--- config.mk ---
export PLATFORM = sky130hd
export DESIGN_NAME = shadow_matrix
export DESIGN_NICKNAME = d
export VERILOG_FILES = /design/src/rtl/shadow_pkg.sv /design/src/rtl/shadow_row.sv /design/src/rtl/shadow_fu.sv /design/src/rtl/shadow_matrix.sv
export SDC_FILE = /design/constraint.sdc
export NUM_CORES = 1
export LEC_CHECK = 0
export ABC_AREA = 1
export BUFFER_PORTS_ARGS = -buffer_cell sky130_fd_sc_hd__buf_4
export CAP_MARGIN = 40
export CELL_PAD_IN_SITES_DETAIL_PLACEMENT = 1
export CELL_PAD_IN_SITES_GLOBAL_PLACEMENT = 1
export CORE_MARGIN = 2
export CORE_UTILIZATION = 40
export CTS_BUF_LIST = sky130_fd_sc_hd__clkbuf_16
export DETAILED_ROUTE_END_ITERATION = 7
export GPL_TIMING_DRIVEN = 0
export PLACE_DENSITY = 0.88
export SLEW_MARGIN = 15
export SYNTH_ARGS = -nofsm -noshare
export SYNTH_HDL_FRONTEND = slang
export SYNTH_SLANG_ARGS = --single-unit
--- constraint.sdc ---
create_clock -name clk -period 2.3 [get_ports clk]
set_clock_uncertainty 0.2 [all_clocks]
set_input_delay 0.23 -clock clk [delete_from_list [all_inputs] [get_ports clk]]
set_output_delay 0.23 -clock clk [all_outputs]
set_load 0.005 [all_outputs]
--- src/rtl/shadow_pkg.sv ---
`timescale 1ns/1ps
package shadow_pkg;
    typedef enum logic {
        FU_IDLE = 1'b0,
        FU_BUSY = 1'b1
    } fu_state_e;
endpackage

--- src/rtl/shadow_row.sv ---
`timescale 1ns/1ps
module shadow_row #(
    parameter int NFU = 8
) (
    input  logic           clk,
    input  logic           rst_n,
    input  logic           arm_i,
    input  logic           ok_i,
    input  logic           fail_i,
    input  logic           cancel_i,
    input  logic [NFU-1:0] capture_i,
    input  logic [NFU-1:0] kill_all_i,
    output logic           active_o,
    output logic [NFU-1:0] mask_o,
    output logic [NFU-1:0] kill_o
);
    typedef struct packed {
        logic           active;
        logic [NFU-1:0] mask;
    } row_t;

    row_t row_d, row_q;
    logic fail_eff, ok_eff;

    always_comb begin
        row_d    = row_q;
        fail_eff = row_q.active & (fail_i | cancel_i);
        ok_eff   = row_q.active & ok_i & ~fail_eff;
        kill_o   = fail_eff ? row_q.mask : '0;
        if (row_q.active) begin
            if (fail_eff || ok_eff) begin
                row_d.active = 1'b0;
                row_d.mask   = '0;
            end else begin
                row_d.mask = (row_q.mask | capture_i) & ~kill_all_i;
            end
        end else if (arm_i && !cancel_i) begin
            row_d.active = 1'b1;
            row_d.mask   = '0;
        end
    end

    always_ff @(posedge clk) begin
        if (!rst_n) begin
            row_q <= '0;
        end else begin
            row_q <= row_d;
        end
    end

    assign active_o = row_q.active;
    assign mask_o   = row_q.mask;
endmodule

--- src/rtl/shadow_fu.sv ---
`timescale 1ns/1ps
module shadow_fu
    import shadow_pkg::*;
(
    input  logic clk,
    input  logic rst_n,
    input  logic issue_i,
    input  logic kill_i,
    input  logic done_i,
    input  logic held_i,
    output logic accept_o,
    output logic busy_o,
    output logic wr_en_o
);
    typedef struct packed {
        fu_state_e st;
    } fu_t;

    fu_t fu_d, fu_q;

    always_comb begin
        fu_d     = fu_q;
        accept_o = (fu_q.st == FU_IDLE) & issue_i;
        wr_en_o  = (fu_q.st == FU_BUSY) & ~held_i;
        unique case (fu_q.st)
            FU_IDLE: if (issue_i) fu_d.st = FU_BUSY;
            FU_BUSY: begin
                if (kill_i) begin
                    fu_d.st = FU_IDLE;
                end else if (done_i && !held_i) begin
                    fu_d.st = FU_IDLE;
                end
            end
            default: fu_d.st = FU_IDLE;
        endcase
    end

    always_ff @(posedge clk) begin
        if (!rst_n) begin
            fu_q.st <= FU_IDLE;
        end else begin
            fu_q <= fu_d;
        end
    end

    assign busy_o = (fu_q.st == FU_BUSY);
endmodule

--- src/rtl/shadow_matrix.sv ---
`timescale 1ns/1ps
module shadow_matrix #(
    parameter int NSRC = 4,
    parameter int NFU  = 8
) (
    input  logic            clk,
    input  logic            rst_n,
    input  logic [NSRC-1:0] arm_i,
    input  logic [NSRC-1:0] ok_i,
    input  logic [NSRC-1:0] fail_i,
    input  logic            cancel_i,
    input  logic [NFU-1:0]  issue_i,
    input  logic [NFU-1:0]  done_i,
    output logic [NFU-1:0]  kill_o,
    output logic [NFU-1:0]  wr_en_o
);
    logic [NSRC-1:0][NFU-1:0] row_mask;
    logic [NSRC-1:0][NFU-1:0] row_kill;
    logic [NSRC-1:0]          src_active;
    logic [NFU-1:0]           kill_vec;
    logic [NFU-1:0]           held_vec;
    logic [NFU-1:0]           accept_vec;
    logic [NFU-1:0]           fu_busy;

    for (genvar gs = 0; gs < NSRC; gs++) begin : g_src
        shadow_row #(.NFU(NFU)) u_row (
            .clk        (clk),
            .rst_n      (rst_n),
            .arm_i      (arm_i[gs]),
            .ok_i       (ok_i[gs]),
            .fail_i     (fail_i[gs]),
            .cancel_i   (cancel_i),
            .capture_i  (accept_vec),
            .kill_all_i (kill_vec),
            .active_o   (src_active[gs]),
            .mask_o     (row_mask[gs]),
            .kill_o     (row_kill[gs])
        );
    end

    always_comb begin
        kill_vec = '0;
        held_vec = '0;
        for (int s = 0; s < NSRC; s++) begin
            kill_vec = kill_vec | row_kill[s];
            held_vec = held_vec | row_mask[s];
        end
    end

    for (genvar gu = 0; gu < NFU; gu++) begin : g_fu
        shadow_fu u_fu (
            .clk      (clk),
            .rst_n    (rst_n),
            .issue_i  (issue_i[gu]),
            .kill_i   (kill_vec[gu]),
            .done_i   (done_i[gu]),
            .held_i   (held_vec[gu]),
            .accept_o (accept_vec[gu]),
            .busy_o   (fu_busy[gu]),
            .wr_en_o  (wr_en_o[gu])
        );
    end

    assign kill_o = kill_vec;
endmodule

==> impl_metrics.prom, run 1 <==
# TYPE chip_impl_metric gauge
chip_impl_metric{name="tns",unit="ns"} 0
chip_impl_metric{name="drcViolationCount",unit=""} 0
chip_impl_metric{name="mappedNetlistArea",unit="µm²"} 2650
chip_impl_metric{name="fp.dieArea",unit="µm²"} 7300
chip_impl_metric{name="swShare",unit="%"} 27.9
chip_impl_metric{name="reg2reg_depth",unit=""} 4
chip_impl_metric{name="clock_path_buffers",unit=""} 2
chip_impl_metric{name="antenna_found_initial",unit=""} 0
chip_impl_metric{name="postSynth.asyncResetShare",unit="%"} 0
chip_impl_metric{name="cts.repair_timing.setup_buffer_count",unit=""} 0
chip_impl_metric{name="adder_cell_share_of_the_synthesized_area",unit="%"} 0
chip_impl_metric{name="synth_net_count",unit=""} 431
chip_impl_metric{name="drive_gt1_share",unit="%"} 22.9
chip_impl_metric{name="postLayoutSetupSlackWorst",unit="ns"} 0.381
chip_impl_metric{name="synth_simple_gate_area_share",unit="%"} 36.6
chip_impl_metric{name="power_density",unit="nW/µm²"} 619
chip_impl_info{name="worstReg2RegStart",value="g_src[3].u_row.active_o"} 1
chip_impl_metric{name="setup_violations",unit=""} 0
chip_impl_metric{name="tritoncts.num_buffers",unit=""} 5
chip_impl_metric{name="io_pins",unit=""} 47
chip_impl_info{name="gr-max-usage-layer",value="met2"} 1
chip_impl_metric{name="core",unit="µm²"} 6390
chip_impl_info{name="yosysTopAreaCell",value="dfxtp_1"} 1
chip_impl_info{name="worstPathCellList",value="buf_2 > a21oi_2 > inv_1 > a21oi_1"} 1
chip_impl_metric{name="grt_max_degree",unit=""} 15
chip_impl_metric{name="placement.io_buffers",unit=""} 46
chip_impl_metric{name="worst_slew_margin_rel",unit="%"} 46.1
chip_impl_metric{name="worst_ep_required_time",unit="ns"} 2.32
chip_impl_metric{name="grt_use_total",unit="%"} 26.3
chip_impl_metric{name="grt_ovf",unit=""} 0
chip_impl_metric{name="critical_path.max_fanout",unit=""} 10
chip_impl_info{name="post_synth_top_flop",value="dfxtp_1"} 1
chip_impl_metric{name="routed_wirelength",unit="µm"} 9290
chip_impl_metric{name="first_global_vias",unit=""} 2957
chip_impl_info{name="setup.worst_path.end_class",value="flop"} 1
chip_impl_info{name="worst_setup_path_endpoint",value="g_src[3].u_row.mask_o[0]"} 1
chip_impl_metric{name="worst_pin_slew",unit="ns"} 0.808
chip_impl_metric{name="pwr-share-clk",unit="%"} 41.3
chip_impl_metric{name="postSynthRegisterBits",unit=""} 44
chip_impl_info{name="cp-startpoint",value="g_src[3].u_row.active_o"} 1
chip_impl_metric{name="diodes",unit=""} 0
chip_impl_metric{name="clock_insertion_delay_worst_skew",unit="ns"} 0.29
chip_impl_metric{name="area_delta_synth_final",unit="%"} 23.0
chip_impl_metric{name="die-width",unit="µm"} 85.4
chip_impl_metric{name="power.leakage",unit="nW"} 1.59
chip_impl_metric{name="grtUsageMet3",unit="%"} 4.67
chip_impl_info{name="synth_commonest_cells",value="nand2_1, inv_1, dfxtp_1"} 1
chip_impl_metric{name="total_switching_power",unit="mW"} 0.563
chip_impl_metric{name="use_met1",unit="%"} 32.4
chip_impl_metric{name="synth.top_cell.area_share",unit="%"} 33.2
chip_impl_metric{name="period_minus_slack",unit="ns"} 1.92
chip_impl_info{name="critPathTopFamily",value="compound AO/OA/AOI/OAI gates"} 1
chip_impl_metric{name="cp.depth",unit=""} 4
chip_impl_metric{name="max_stage_delay",unit="ns"} 0.51
chip_impl_metric{name="dr_wl_cell",unit="µm"} 17.5
chip_impl_info{name="outcome",value="completed"} 1
chip_impl_metric{name="syn_inst",unit=""} 400
chip_impl_info{name="crit-reg2reg-capture",value="g_src[3].u_row.mask_o[0]"} 1
chip_impl_metric{name="cts_repair_resize_count",unit=""} 0
chip_impl_metric{name="timing.reg2reg.setup_slack",unit="ns"} 0.38
chip_impl_metric{name="synth.mux.area_fraction",unit="%"} 0
chip_impl_metric{name="first_pass_grt_wire_length",unit="µm"} 14800
chip_impl_metric{name="combinationalPowerShare",unit="%"} 18.1
chip_impl_metric{name="achievable_frequency",unit="MHz"} 521
chip_impl_metric{name="final.hold.worst_slack",unit="ns"} 0.0355
chip_impl_metric{name="synth_enable_flop_cells",unit=""} 0
chip_impl_info{name="post-synth-top-count-cell",value="nand2_1"} 1
chip_impl_metric{name="die-height",unit="µm"} 85.4
chip_impl_info{name="hold_path_class",value="input port to flop"} 1
chip_impl_metric{name="nets",unit=""} 484
chip_impl_metric{name="layout_worst_path_cycle_share",unit="%"} 83.4
chip_impl_info{name="unrepaired_setup_endpoints_after_global_routing",value="no"} 1
chip_impl_info{name="synthTopCellsByArea",value="dfxtp_1, nand2_1, inv_1"} 1
chip_impl_metric{name="numClockSinks",unit=""} 44
chip_impl_metric{name="start_util",unit="%"} 41.5
chip_impl_metric{name="routed_via_density",unit=""} 5.46
chip_impl_metric{name="synthesis.yosys.warnings",unit=""} 0
chip_impl_metric{name="preCtsSetupSlack",unit="ns"} 0.382
chip_impl_info{name="holdCritStartpoint",value="arm_i[3]"} 1
chip_impl_metric{name="cts.htree.levels",unit=""} 2
chip_impl_metric{name="routabilityCongestion",unit=""} 0.767
chip_impl_info{name="clock-root-buffer",value="clkbuf_16"} 1
chip_impl_metric{name="synthDistinctLibCells",unit=""} 20
chip_impl_metric{name="power.share.sequential",unit="%"} 40.6
chip_impl_metric{name="synth-xor-area-share",unit="%"} 0
chip_impl_metric{name="drt.antenna.violating_nets",unit=""} 0
chip_impl_metric{name="detailed_route_via_count",unit=""} 2900
chip_impl_info{name="cpMaxStageDelayCell",value="a21oi_2"} 1
chip_impl_info{name="worstSetupPathType",value="flop to flop"} 1
chip_impl_metric{name="postCtsHoldBufs",unit=""} 0
chip_impl_info{name="synth_top_family_by_area",value="simple AND/OR/NAND/NOR gates"} 1
chip_impl_metric{name="drv_cap",unit=""} 0
chip_impl_metric{name="power.ir.vdd_worst",unit="V"} 0.000404
chip_impl_metric{name="slew_violations",unit=""} 0
chip_impl_metric{name="cellInternalPower",unit="mW"} 1.46
chip_impl_metric{name="drtIter0Drc",unit=""} 163
chip_impl_metric{name="synth_compound_gate_area_share",unit="%"} 15.3
chip_impl_metric{name="first_pass_iters",unit=""} 4
chip_impl_info{name="cts_tree",value="built"} 1
chip_impl_metric{name="grt.met2_usage",unit="%"} 45.7
chip_impl_metric{name="seq_area_frac_synth",unit="%"} 33.2
chip_impl_metric{name="worst_ep_arrival_time",unit="ns"} 1.94
chip_impl_metric{name="finalHoldViolCount",unit=""} 0
chip_impl_metric{name="num_rows",unit=""} 29
chip_impl_metric{name="syn-mean-instance-area",unit="µm²"} 6.63
chip_impl_metric{name="final_util",unit="%"} 51.1
chip_impl_metric{name="detailed_place_hpwl",unit="µm"} 6220
chip_impl_metric{name="path_clk_slew",unit="ns"} 0.07
chip_impl_metric{name="timing.critical_path.buf_inv",unit=""} 2
chip_impl_info{name="crit_path_start_kind",value="flop"} 1
## stage by stage
step	cell area (µm²)	power, mW	std cells
floorplan	2650	1.04	400
global placement	3090	1.18	523
detailed placement	3090	1.20	523
CTS	3260	2.02	531
global route	3260	2.09	531
finish	3260	2.02	531
## area by class of cell
| cell class | instances | area (µm²) |
|---|---|---|
| Fill cell | 863 | 3130 |
| Multi-Input combinational cell | 274 | 1380 |
| Sequential cell | 44 | 881 |
| Timing Repair Buffer | 46 | 345 |
| Inverter | 57 | 214 |
| Buffer | 25 | 180 |
| Clock buffer | 5 | 125 |
| Tap cell | 77 | 96.3 |
| Clock inverter | 3 | 42.5 |
## cells by family (layout without fill, tap and decap cells)
logic type	Yosys count	count (layout)
AO/OA/AOI/OAI	74	74
buffers and inverters	82	136
AND/OR/NAND/NOR	200	200
flip-flops	44	44
## worst min-delay path by stage
| stage | endpoint | depth (start not counted) |
|---|---|---|
| floorplan | g_src[1].u_row.mask_o[3] | 2 |
| global placement | g_src[2].u_row.mask_o[3] | 2 |
| detailed placement | g_src[2].u_row.mask_o[3] | 2 |
| CTS | g_src[1].u_row.mask_o[4] | 3 |
| global route | g_src[1].u_row.mask_o[3] | 3 |
| finish | g_src[3].u_row.active_o | 3 |
## flip-flops by register name (all words and copies together) (netlist names)
name and cells:
g_src.u_row.mask_o 32, g_fu.u_fu.busy_o 8, g_src.u_row.active_o 4
## layer usage
layer / up-vias / share of wire, %
met5: - / 0
met4: 0 / 2.2
li1: 1369 / -
met2: 90 / 51
met1: 1424 / 41
met3: 17 / 5.6
## layout by cell type, fill, tap and decap left out, types with 5 or more instances in the layout
| cell type | synthesis | routed |
|---|---|---|
| nor2_4 | 8 | 8 |
| nand3_1 | 40 | 40 |
| dfxtp_1 | 44 | 44 |
| nand4_1 | 8 | 8 |
| clkbuf_16 | 0 | 5 |
| inv_1 | 56 | 56 |
| buf_4 | 18 | 64 |
| o21ai_0 | 26 | 26 |
| nand2_2 | 10 | 10 |
| nand2_1 | 95 | 95 |
| nor2_1 | 33 | 33 |
| a21oi_1 | 40 | 40 |
## power by group through the flow
stage	Combinational (mW)	Clock [mW]	Sequential (mW)
2_1_floorplan	0.214	0	0.830
3_5_place_dp	0.359	0	0.836
5_1_grt	0.401	0.861	0.824
4_1_cts	0.365	0.834	0.820
3_3_place_gp	0.345	0	0.834
6_report	0.365	0.833	0.821
## worst reg2reg max path: cells and delay by family, from the launching register on
family	cells	cell delay (ns)
AOI/OAI and AO/OA	2	0.75
DFF	1	0.30
buffers and inverters	2	0.59
(Power assumes the default switching activity.)
==> run 2, diff against run 1 <==
- ABC_AREA: 1 -> 0
- PLACE_DENSITY: 0.88 -> 0.85
- clock period: 2.3 -> 1.89 ns (I/O delays scaled with it)
==> impl_metrics.prom, run 2 <==
# TYPE chip_impl_metric gauge
chip_impl_info{name="outcome",value="finished, violations left"} 1
chip_impl_info{name="violations_in_the_final_reports",value="negative hold slack"} 1
chip_impl_metric{name="layout_worst_path_cycle_share",unit="%"} 99.8
chip_impl_info{name="synthTopCellsByArea",value="dfxtp_1, a21oi_1, a211oi_1"} 1
chip_impl_metric{name="routabilityCongestion",unit=""} 0.795
chip_impl_metric{name="detailed_route_via_count",unit=""} 2301
chip_impl_metric{name="hold-path-cell-count",unit=""} 4
chip_impl_info{name="yosysTopAreaCell",value="dfxtp_1"} 1
chip_impl_metric{name="power_density",unit="nW/µm²"} 749
chip_impl_metric{name="diodes",unit=""} 0
chip_impl_metric{name="synth.top_cell.area_share",unit="%"} 38.4
chip_impl_metric{name="die-width",unit="µm"} 79.8
chip_impl_metric{name="dr_wl_cell",unit="µm"} 18.9
chip_impl_metric{name="synth_net_count",unit=""} 288
chip_impl_metric{name="drive_gt1_share",unit="%"} 38.2
chip_impl_info{name="post_synth_top_flop",value="dfxtp_1"} 1
chip_impl_metric{name="tritoncts.num_buffers",unit=""} 5
chip_impl_metric{name="cts.htree.levels",unit=""} 2
chip_impl_metric{name="numClockSinks",unit=""} 44
chip_impl_metric{name="nets",unit=""} 360
chip_impl_metric{name="seq_area_frac_synth",unit="%"} 38.4
chip_impl_info{name="unrepaired_setup_endpoints_after_global_routing",value="yes"} 1
chip_impl_metric{name="grt_ovf",unit=""} 0
chip_impl_metric{name="synth_enable_flop_cells",unit=""} 0
chip_impl_metric{name="drcViolationCount",unit=""} 0
chip_impl_metric{name="detailed_place_hpwl",unit="µm"} 4830
chip_impl_metric{name="critical_path.max_fanout",unit=""} 8
chip_impl_metric{name="clock_insertion_delay_worst_skew",unit="ns"} 0.29
chip_impl_metric{name="fp.dieArea",unit="µm²"} 6360
chip_impl_metric{name="num_rows",unit=""} 27
chip_impl_metric{name="worst_slew_margin_rel",unit="%"} 56.7
chip_impl_metric{name="reg2reg_depth",unit=""} 4
chip_impl_metric{name="drv_cap",unit=""} 0
chip_impl_info{name="crit_path_start_kind",value="flop"} 1
chip_impl_info{name="post-synth-top-count-cell",value="dfxtp_1"} 1
chip_impl_info{name="layout_commonest_cell",value="buf_4"} 1
chip_impl_info{name="holdCritStartpoint",value="done_i[2]"} 1
chip_impl_metric{name="setup_violations",unit=""} 0
chip_impl_metric{name="worst_pin_slew",unit="ns"} 0.650
chip_impl_metric{name="area_delta_synth_final",unit="%"} 35.7
chip_impl_metric{name="postLayoutSetupSlackWorst",unit="ns"} 0.00397
chip_impl_info{name="clock-root-buffer",value="clkbuf_16"} 1
chip_impl_metric{name="postSynth.asyncResetShare",unit="%"} 0
chip_impl_metric{name="placement.io_buffers",unit=""} 45
chip_impl_metric{name="synthDistinctLibCells",unit=""} 36
chip_impl_metric{name="power.ir.vdd_worst",unit="V"} 0.000586
chip_impl_metric{name="io_pins",unit=""} 47
chip_impl_metric{name="die-height",unit="µm"} 79.8
chip_impl_metric{name="routed_via_density",unit=""} 5.72
chip_impl_metric{name="core",unit="µm²"} 5540
chip_impl_metric{name="first_pass_grt_wire_length",unit="µm"} 12000
chip_impl_metric{name="drt.antenna.violating_nets",unit=""} 0
chip_impl_metric{name="timing.reg2reg.setup_slack",unit="ns"} 0.16
chip_impl_metric{name="slew_violations",unit=""} 0
chip_impl_metric{name="postSynthRegisterBits",unit=""} 44
chip_impl_info{name="setup.worst_path.end_class",value="output port"} 1
chip_impl_metric{name="period_minus_slack",unit="ns"} 1.89
chip_impl_metric{name="first_pass_iters",unit=""} 4
chip_impl_metric{name="grt_max_degree",unit=""} 14
chip_impl_metric{name="achievable_frequency",unit="MHz"} 530
chip_impl_info{name="worstHoldEndpoint",value="g_fu[2].u_fu.busy_o"} 1
chip_impl_info{name="hold_path_class",value="input port to flop"} 1
chip_impl_metric{name="worst_ep_arrival_time",unit="ns"} 1.50
chip_impl_info{name="cts_tree",value="built"} 1
chip_impl_info{name="worstSetupPathType",value="flop to output port"} 1
chip_impl_metric{name="routed_wirelength",unit="µm"} 7580
chip_impl_metric{name="path_clk_slew",unit="ns"} 0.06
chip_impl_metric{name="synthesis.yosys.warnings",unit=""} 0
chip_impl_metric{name="grt_use_total",unit="%"} 24.8
chip_impl_info{name="crit-reg2reg-capture",value="g_src[1].u_row.mask_o[6]"} 1
chip_impl_metric{name="mappedNetlistArea",unit="µm²"} 2300
chip_impl_info{name="layout.cells.most_common_list",value="buf_4, dfxtp_1, a21oi_1"} 1
chip_impl_metric{name="finalHoldViolCount",unit=""} 2
chip_impl_metric{name="final_util",unit="%"} 56.2
chip_impl_metric{name="final.hold.worst_slack",unit="ns"} -0.00843
chip_impl_info{name="synth_commonest_cells",value="dfxtp_1, a21oi_1, nand2_1"} 1
chip_impl_metric{name="first_global_vias",unit=""} 2313
chip_impl_metric{name="antenna_found_initial",unit=""} 0
chip_impl_metric{name="clock_path_buffers",unit=""} 2
chip_impl_metric{name="worst_ep_required_time",unit="ns"} 1.50
chip_impl_metric{name="preCtsSetupSlack",unit="ns"} -0.0190
chip_impl_metric{name="syn_inst",unit=""} 257
chip_impl_info{name="worstReg2RegStart",value="g_src[1].u_row.active_o"} 1
chip_impl_metric{name="drtIter0Drc",unit=""} 120
chip_impl_metric{name="start_util",unit="%"} 41.4
chip_impl_metric{name="max_ffs_per_register",unit=""} 32
chip_impl_metric{name="power.leakage",unit="nW"} 1.28
chip_impl_metric{name="total_power",unit="mW"} 2.33
chip_impl_metric{name="syn-mean-instance-area",unit="µm²"} 8.93
==> run 2: power breakdown <==
part	switching (mW)	internal (mW)
clock	0.371	0.481
sequential	0.0477	0.978
combinational	0.240	0.217
total	0.659	1.68
==> run 2: cells by family (layout without fill, tap and decap cells) <==
logic type,Yosys count,in the layout,share of synthesized area [%]
DFF,44,44,38.4
muxes,1,1,0.490
AOI/OAI and AO/OA,103,103,32.8
and+or+nand+nor,84,84,21.1
buffers and inverters,25,98,7.19
==> run 2: critical path: stages (launching register included) <==
cell	delay, ns
dfxtp_2	0.34
o21a_4	0.18
a221oi_4	0.32
nand2_2	0.10
buf_4	0.13
buf_4	0.12
==> run 2: per-stage QoR <==
step | setup TNS, ns | instance area [µm²] | instances
2_1_floorplan | 0 | 2300 | 257
3_3_place_gp | -0.0192 | 2720 | 374
3_5_place_dp | -0.0190 | 2720 | 374
4_1_cts | 0 | 2990 | 393
5_1_grt | -0.162 | 3120 | 402
6_report | 0 | 3120 | 402
==> run 2: timing repair <==
| action | 4_1_cts | 5_1_grt |
|---|---|---|
| pin swaps | 7 | 3 |
| gates resized for setup | 11 | 12 |
| hold buffers | 5 | 0 |
| endpoints found under the hold margin | 5 | 0 |
| setup endpoints to repair | 8 | 18 |
| setup buffers | 7 | 8 |
==> run 2: worst max-delay path by stage <==
stage | from | endpoint | slack (ns) | depth (start not counted)
after floorplan | g_src[1].u_row.active_o | kill_o[5] | 0.36 | 4
after global placement | cancel_i | kill_o[5] | -0.02 | 6
after detailed placement | cancel_i | kill_o[5] | -0.02 | 6
after CTS | g_src[3].u_row.active_o | kill_o[3] | 0.002 | 5
after global routing | g_src[0].u_row.active_o | kill_o[7] | -0.06 | 5
final | g_src[0].u_row.active_o | kill_o[7] | 0.004 | 5
==> run 2: layout make-up <==
class / count / area, µm²
fillers: 654 / 2420
multi-input cells: 188 / 1330
flip-flops and latches: 44 / 887
repair buffers: 66 / 508
plain buffers: 23 / 155
clock buffers: 5 / 125
well taps: 72 / 90.1
clock inverters: 3 / 15.0
inverters: 1 / 3.75
==> run 2: metal layers <==
| layer | share of wire, % | up-vias | global-route usage [%] |
|---|---|---|---|
| met5 | 0 | - | 0 |
| met4 | 1.1 | 0 | 12.2 |
| met3 | 4.6 | 10 | 4.64 |
| met2 | 51 | 67 | 41.9 |
| met1 | 43 | 1135 | 30.0 |
| li1 | - | 1089 | - |
==> run 3, diff against run 2 <==
- CORE_UTILIZATION: 40 -> 41
- PLACE_DENSITY: 0.85 -> 0.86
==> impl_metrics.prom, run 3 (synthesized netlist as in run 2, its figures left out) <==
# TYPE chip_impl_metric gauge
chip_impl_info{name="outcome",value="finished, violations left"} 1
chip_impl_info{name="violations_in_the_final_reports",value="negative hold slack, negative setup slack"} 1
chip_impl_info{name="worstReg2RegStart",value="g_src[0].u_row.active_o"} 1
chip_impl_metric{name="io_pins",unit=""} 47
chip_impl_metric{name="grt_ovf",unit=""} 0
chip_impl_metric{name="die-width",unit="µm"} 78.8
chip_impl_metric{name="drive_gt1_share",unit="%"} 39.0
chip_impl_metric{name="drv_cap",unit=""} 0
chip_impl_metric{name="fp.dieArea",unit="µm²"} 6210
chip_impl_metric{name="achievable_frequency",unit="MHz"} 524
chip_impl_metric{name="core",unit="µm²"} 5470
chip_impl_metric{name="power.ir.vdd_worst",unit="V"} 0.000389
chip_impl_info{name="critical_path.most_common_cell",value="buf_4"} 1
chip_impl_metric{name="grt_use_total",unit="%"} 25.6
chip_impl_info{name="holdCritStartpoint",value="done_i[5]"} 1
chip_impl_metric{name="worst_ep_required_time",unit="ns"} 1.50
chip_impl_info{name="crit-reg2reg-capture",value="g_src[2].u_row.mask_o[7]"} 1
chip_impl_metric{name="layout_worst_path_cycle_share",unit="%"} 101
chip_impl_metric{name="filler_cell_count",unit=""} 658
chip_impl_info{name="worstSetupPathType",value="flop to output port"} 1
chip_impl_metric{name="area_delta_synth_final",unit="%"} 38.1
chip_impl_metric{name="drtIter0Drc",unit=""} 119
chip_impl_metric{name="period_minus_slack",unit="ns"} 1.91
chip_impl_metric{name="antenna_found_initial",unit=""} 0
chip_impl_metric{name="max_stage_delay",unit="ns"} 0.35
chip_impl_metric{name="timing.reg2reg.setup_slack",unit="ns"} 0.04
chip_impl_metric{name="placed_cells_incl_taps",unit=""} 374
chip_impl_metric{name="power.leakage",unit="nW"} 1.30
chip_impl_metric{name="worst_slew_margin_rel",unit="%"} 38.3
chip_impl_info{name="layout_commonest_cell",value="buf_4"} 1
chip_impl_info{name="cpMaxStageDelayCell",value="dfxtp_2"} 1
chip_impl_metric{name="first_pass_grt_wire_length",unit="µm"} 12100
chip_impl_metric{name="first_pass_iters",unit=""} 4
chip_impl_metric{name="max_ffs_per_register",unit=""} 32
chip_impl_info{name="cp-startpoint",value="g_src[3].u_row.active_o"} 1
chip_impl_metric{name="worst_pin_slew",unit="ns"} 0.919
chip_impl_metric{name="grt_max_degree",unit=""} 16
chip_impl_metric{name="timing.critical_path.buf_inv",unit=""} 2
chip_impl_metric{name="diodes",unit=""} 0
chip_impl_metric{name="first_global_vias",unit=""} 2327
chip_impl_metric{name="die-height",unit="µm"} 78.8
chip_impl_metric{name="dr_wl_cell",unit="µm"} 20.4
chip_impl_metric{name="finalNonFillerCells",unit=""} 405
chip_impl_metric{name="reg2reg_depth",unit=""} 7
chip_impl_metric{name="slew_violations",unit=""} 0
chip_impl_info{name="clock-root-buffer",value="clkbuf_16"} 1
chip_impl_metric{name="placement.io_buffers",unit=""} 45
chip_impl_info{name="hold_path_class",value="input port to flop"} 1
chip_impl_metric{name="worst_ep_arrival_time",unit="ns"} 1.52
chip_impl_info{name="crit_path_start_kind",value="flop"} 1
chip_impl_metric{name="final.hold.worst_slack",unit="ns"} -0.00561
chip_impl_metric{name="total_power",unit="mW"} 2.51
chip_impl_metric{name="cp.depth",unit=""} 5
chip_impl_metric{name="drcViolationCount",unit=""} 0
chip_impl_info{name="setup.worst_path.end_class",value="output port"} 1
chip_impl_metric{name="setup_violations",unit=""} 1
chip_impl_info{name="cts_tree",value="built"} 1
chip_impl_info{name="worstPathCellList",value="o21a_4 > a22oi_1 > nand2_2 > buf_4 > buf_4"} 1
chip_impl_metric{name="cts.htree.levels",unit=""} 2
chip_impl_metric{name="clock_path_buffers",unit=""} 2
chip_impl_metric{name="nets",unit=""} 363
chip_impl_info{name="critPathTopFamily",value="compound AO/OA/AOI/OAI gates"} 1
chip_impl_metric{name="num_rows",unit=""} 27
chip_impl_metric{name="start_util",unit="%"} 42.0
chip_impl_metric{name="detailed_place_hpwl",unit="µm"} 4830
chip_impl_metric{name="preCtsSetupSlack",unit="ns"} -0.0583
chip_impl_metric{name="routed_via_density",unit=""} 5.90
chip_impl_metric{name="detailed_route_via_count",unit=""} 2388
chip_impl_metric{name="drt.antenna.violating_nets",unit=""} 0
chip_impl_metric{name="grtUsageMet3",unit="%"} 4.20
chip_impl_metric{name="path_clk_slew",unit="ns"} 0.07
chip_impl_info{name="gr-max-usage-layer",value="met2"} 1
chip_impl_metric{name="finalHoldViolCount",unit=""} 1
chip_impl_metric{name="numClockSinks",unit=""} 44
chip_impl_metric{name="routabilityCongestion",unit=""} 0.767
chip_impl_metric{name="use_met1",unit="%"} 31.0
chip_impl_metric{name="postLayoutSetupSlackWorst",unit="ns"} -0.0185
chip_impl_info{name="layout.cells.most_common_list",value="buf_4, dfxtp_1, a21oi_1"} 1
chip_impl_metric{name="power_density",unit="nW/µm²"} 792
chip_impl_metric{name="critical_path.max_fanout",unit=""} 7
chip_impl_metric{name="grt.met2_usage",unit="%"} 44.7
chip_impl_info{name="worst_setup_path_endpoint",value="kill_o[2]"} 1
chip_impl_metric{name="routed_wirelength",unit="µm"} 8240
chip_impl_metric{name="final_util",unit="%"} 57.9
chip_impl_metric{name="tritoncts.num_buffers",unit=""} 5
chip_impl_metric{name="clock_insertion_delay_worst_skew",unit="ns"} 0.29
-- run 3: worst min path at each step --
stage	to	slack, ns	cells past startpoint
detailed placement	g_fu[4].u_fu.busy_o	0.27	2
floorplan	g_src[3].u_row.mask_o[4]	0.17	3
global route	g_src[3].u_row.mask_o[4]	0.01	4
finish	g_fu[5].u_fu.busy_o	-0.006	4
global placement	g_fu[6].u_fu.busy_o	0.26	2
CTS	g_fu[6].u_fu.busy_o	0.003	4
-- run 3: power breakdown --
| part | switching (mW) | total (mW) | internal (mW) |
|---|---|---|---|
| sequential | 0.0487 | 1.03 | 0.977 |
| combinational | 0.250 | 0.466 | 0.216 |
| clock | 0.392 | 1.02 | 0.628 |
| total | 0.690 | 2.51 | 1.82 |
-- run 3: metal layers --
metal / part of all wire (%) / up-vias
met5: 0 / -
met4: 2.5 / 0
met2: 51 / 79
met1: 41 / 1187
li1: - / 1099
met3: 5.2 / 23
-- run 3: area by class of cell --
| class | count | area, µm² | area share, % |
|---|---|---|---|
| Inverter | 1 | 3.75 | 0.118 |
| Clock inverter | 3 | 46.3 | 1.46 |
| Timing Repair Buffer | 71 | 549 | 17.3 |
| Buffer | 21 | 139 | 4.38 |
| Sequential cell | 44 | 891 | 28.1 |
| Clock buffer | 5 | 125 | 3.95 |
| Tap cell | 72 | 90.1 | 2.84 |
| Multi-Input combinational cell | 188 | 1330 | 41.8 |
-- run 3: per-stage QoR --
| stage | cell area (µm²) | setup TNS [ns] | hold WS [ns] |
|---|---|---|---|
| after floorplan | 2300 | 0 | 0.172 |
| after global placement | 2720 | -0.0289 | 0.264 |
| after detailed placement | 2720 | -0.110 | 0.270 |
| after CTS | 3060 | 0 | 0.00319 |
| after global routing | 3170 | -0.0832 | 0.0147 |
| final | 3170 | -0.0185 | -0.00561 |
-- run 3: repair_timing --
action                                  in CTS  in global routing
pin swaps                                    7                  8
gates cloned                                 0                  0
endpoints found under the hold margin        5                  0
endpoints found under the setup margin       8                 13
hold buffers                                 5                  0
gates resized for setup                     11                 12
setup buffers                               10                 11
-- run 3: worst register-to-register path, stage by stage (launching register included) --
cell and delay, ns:
dfxtp_4 0.35, o21a_4 0.17, a221oi_4 0.33, nand2_2 0.12
buf_4 0.15, buf_4 0.12, buf_4 0.15, a211oi_2 0.18
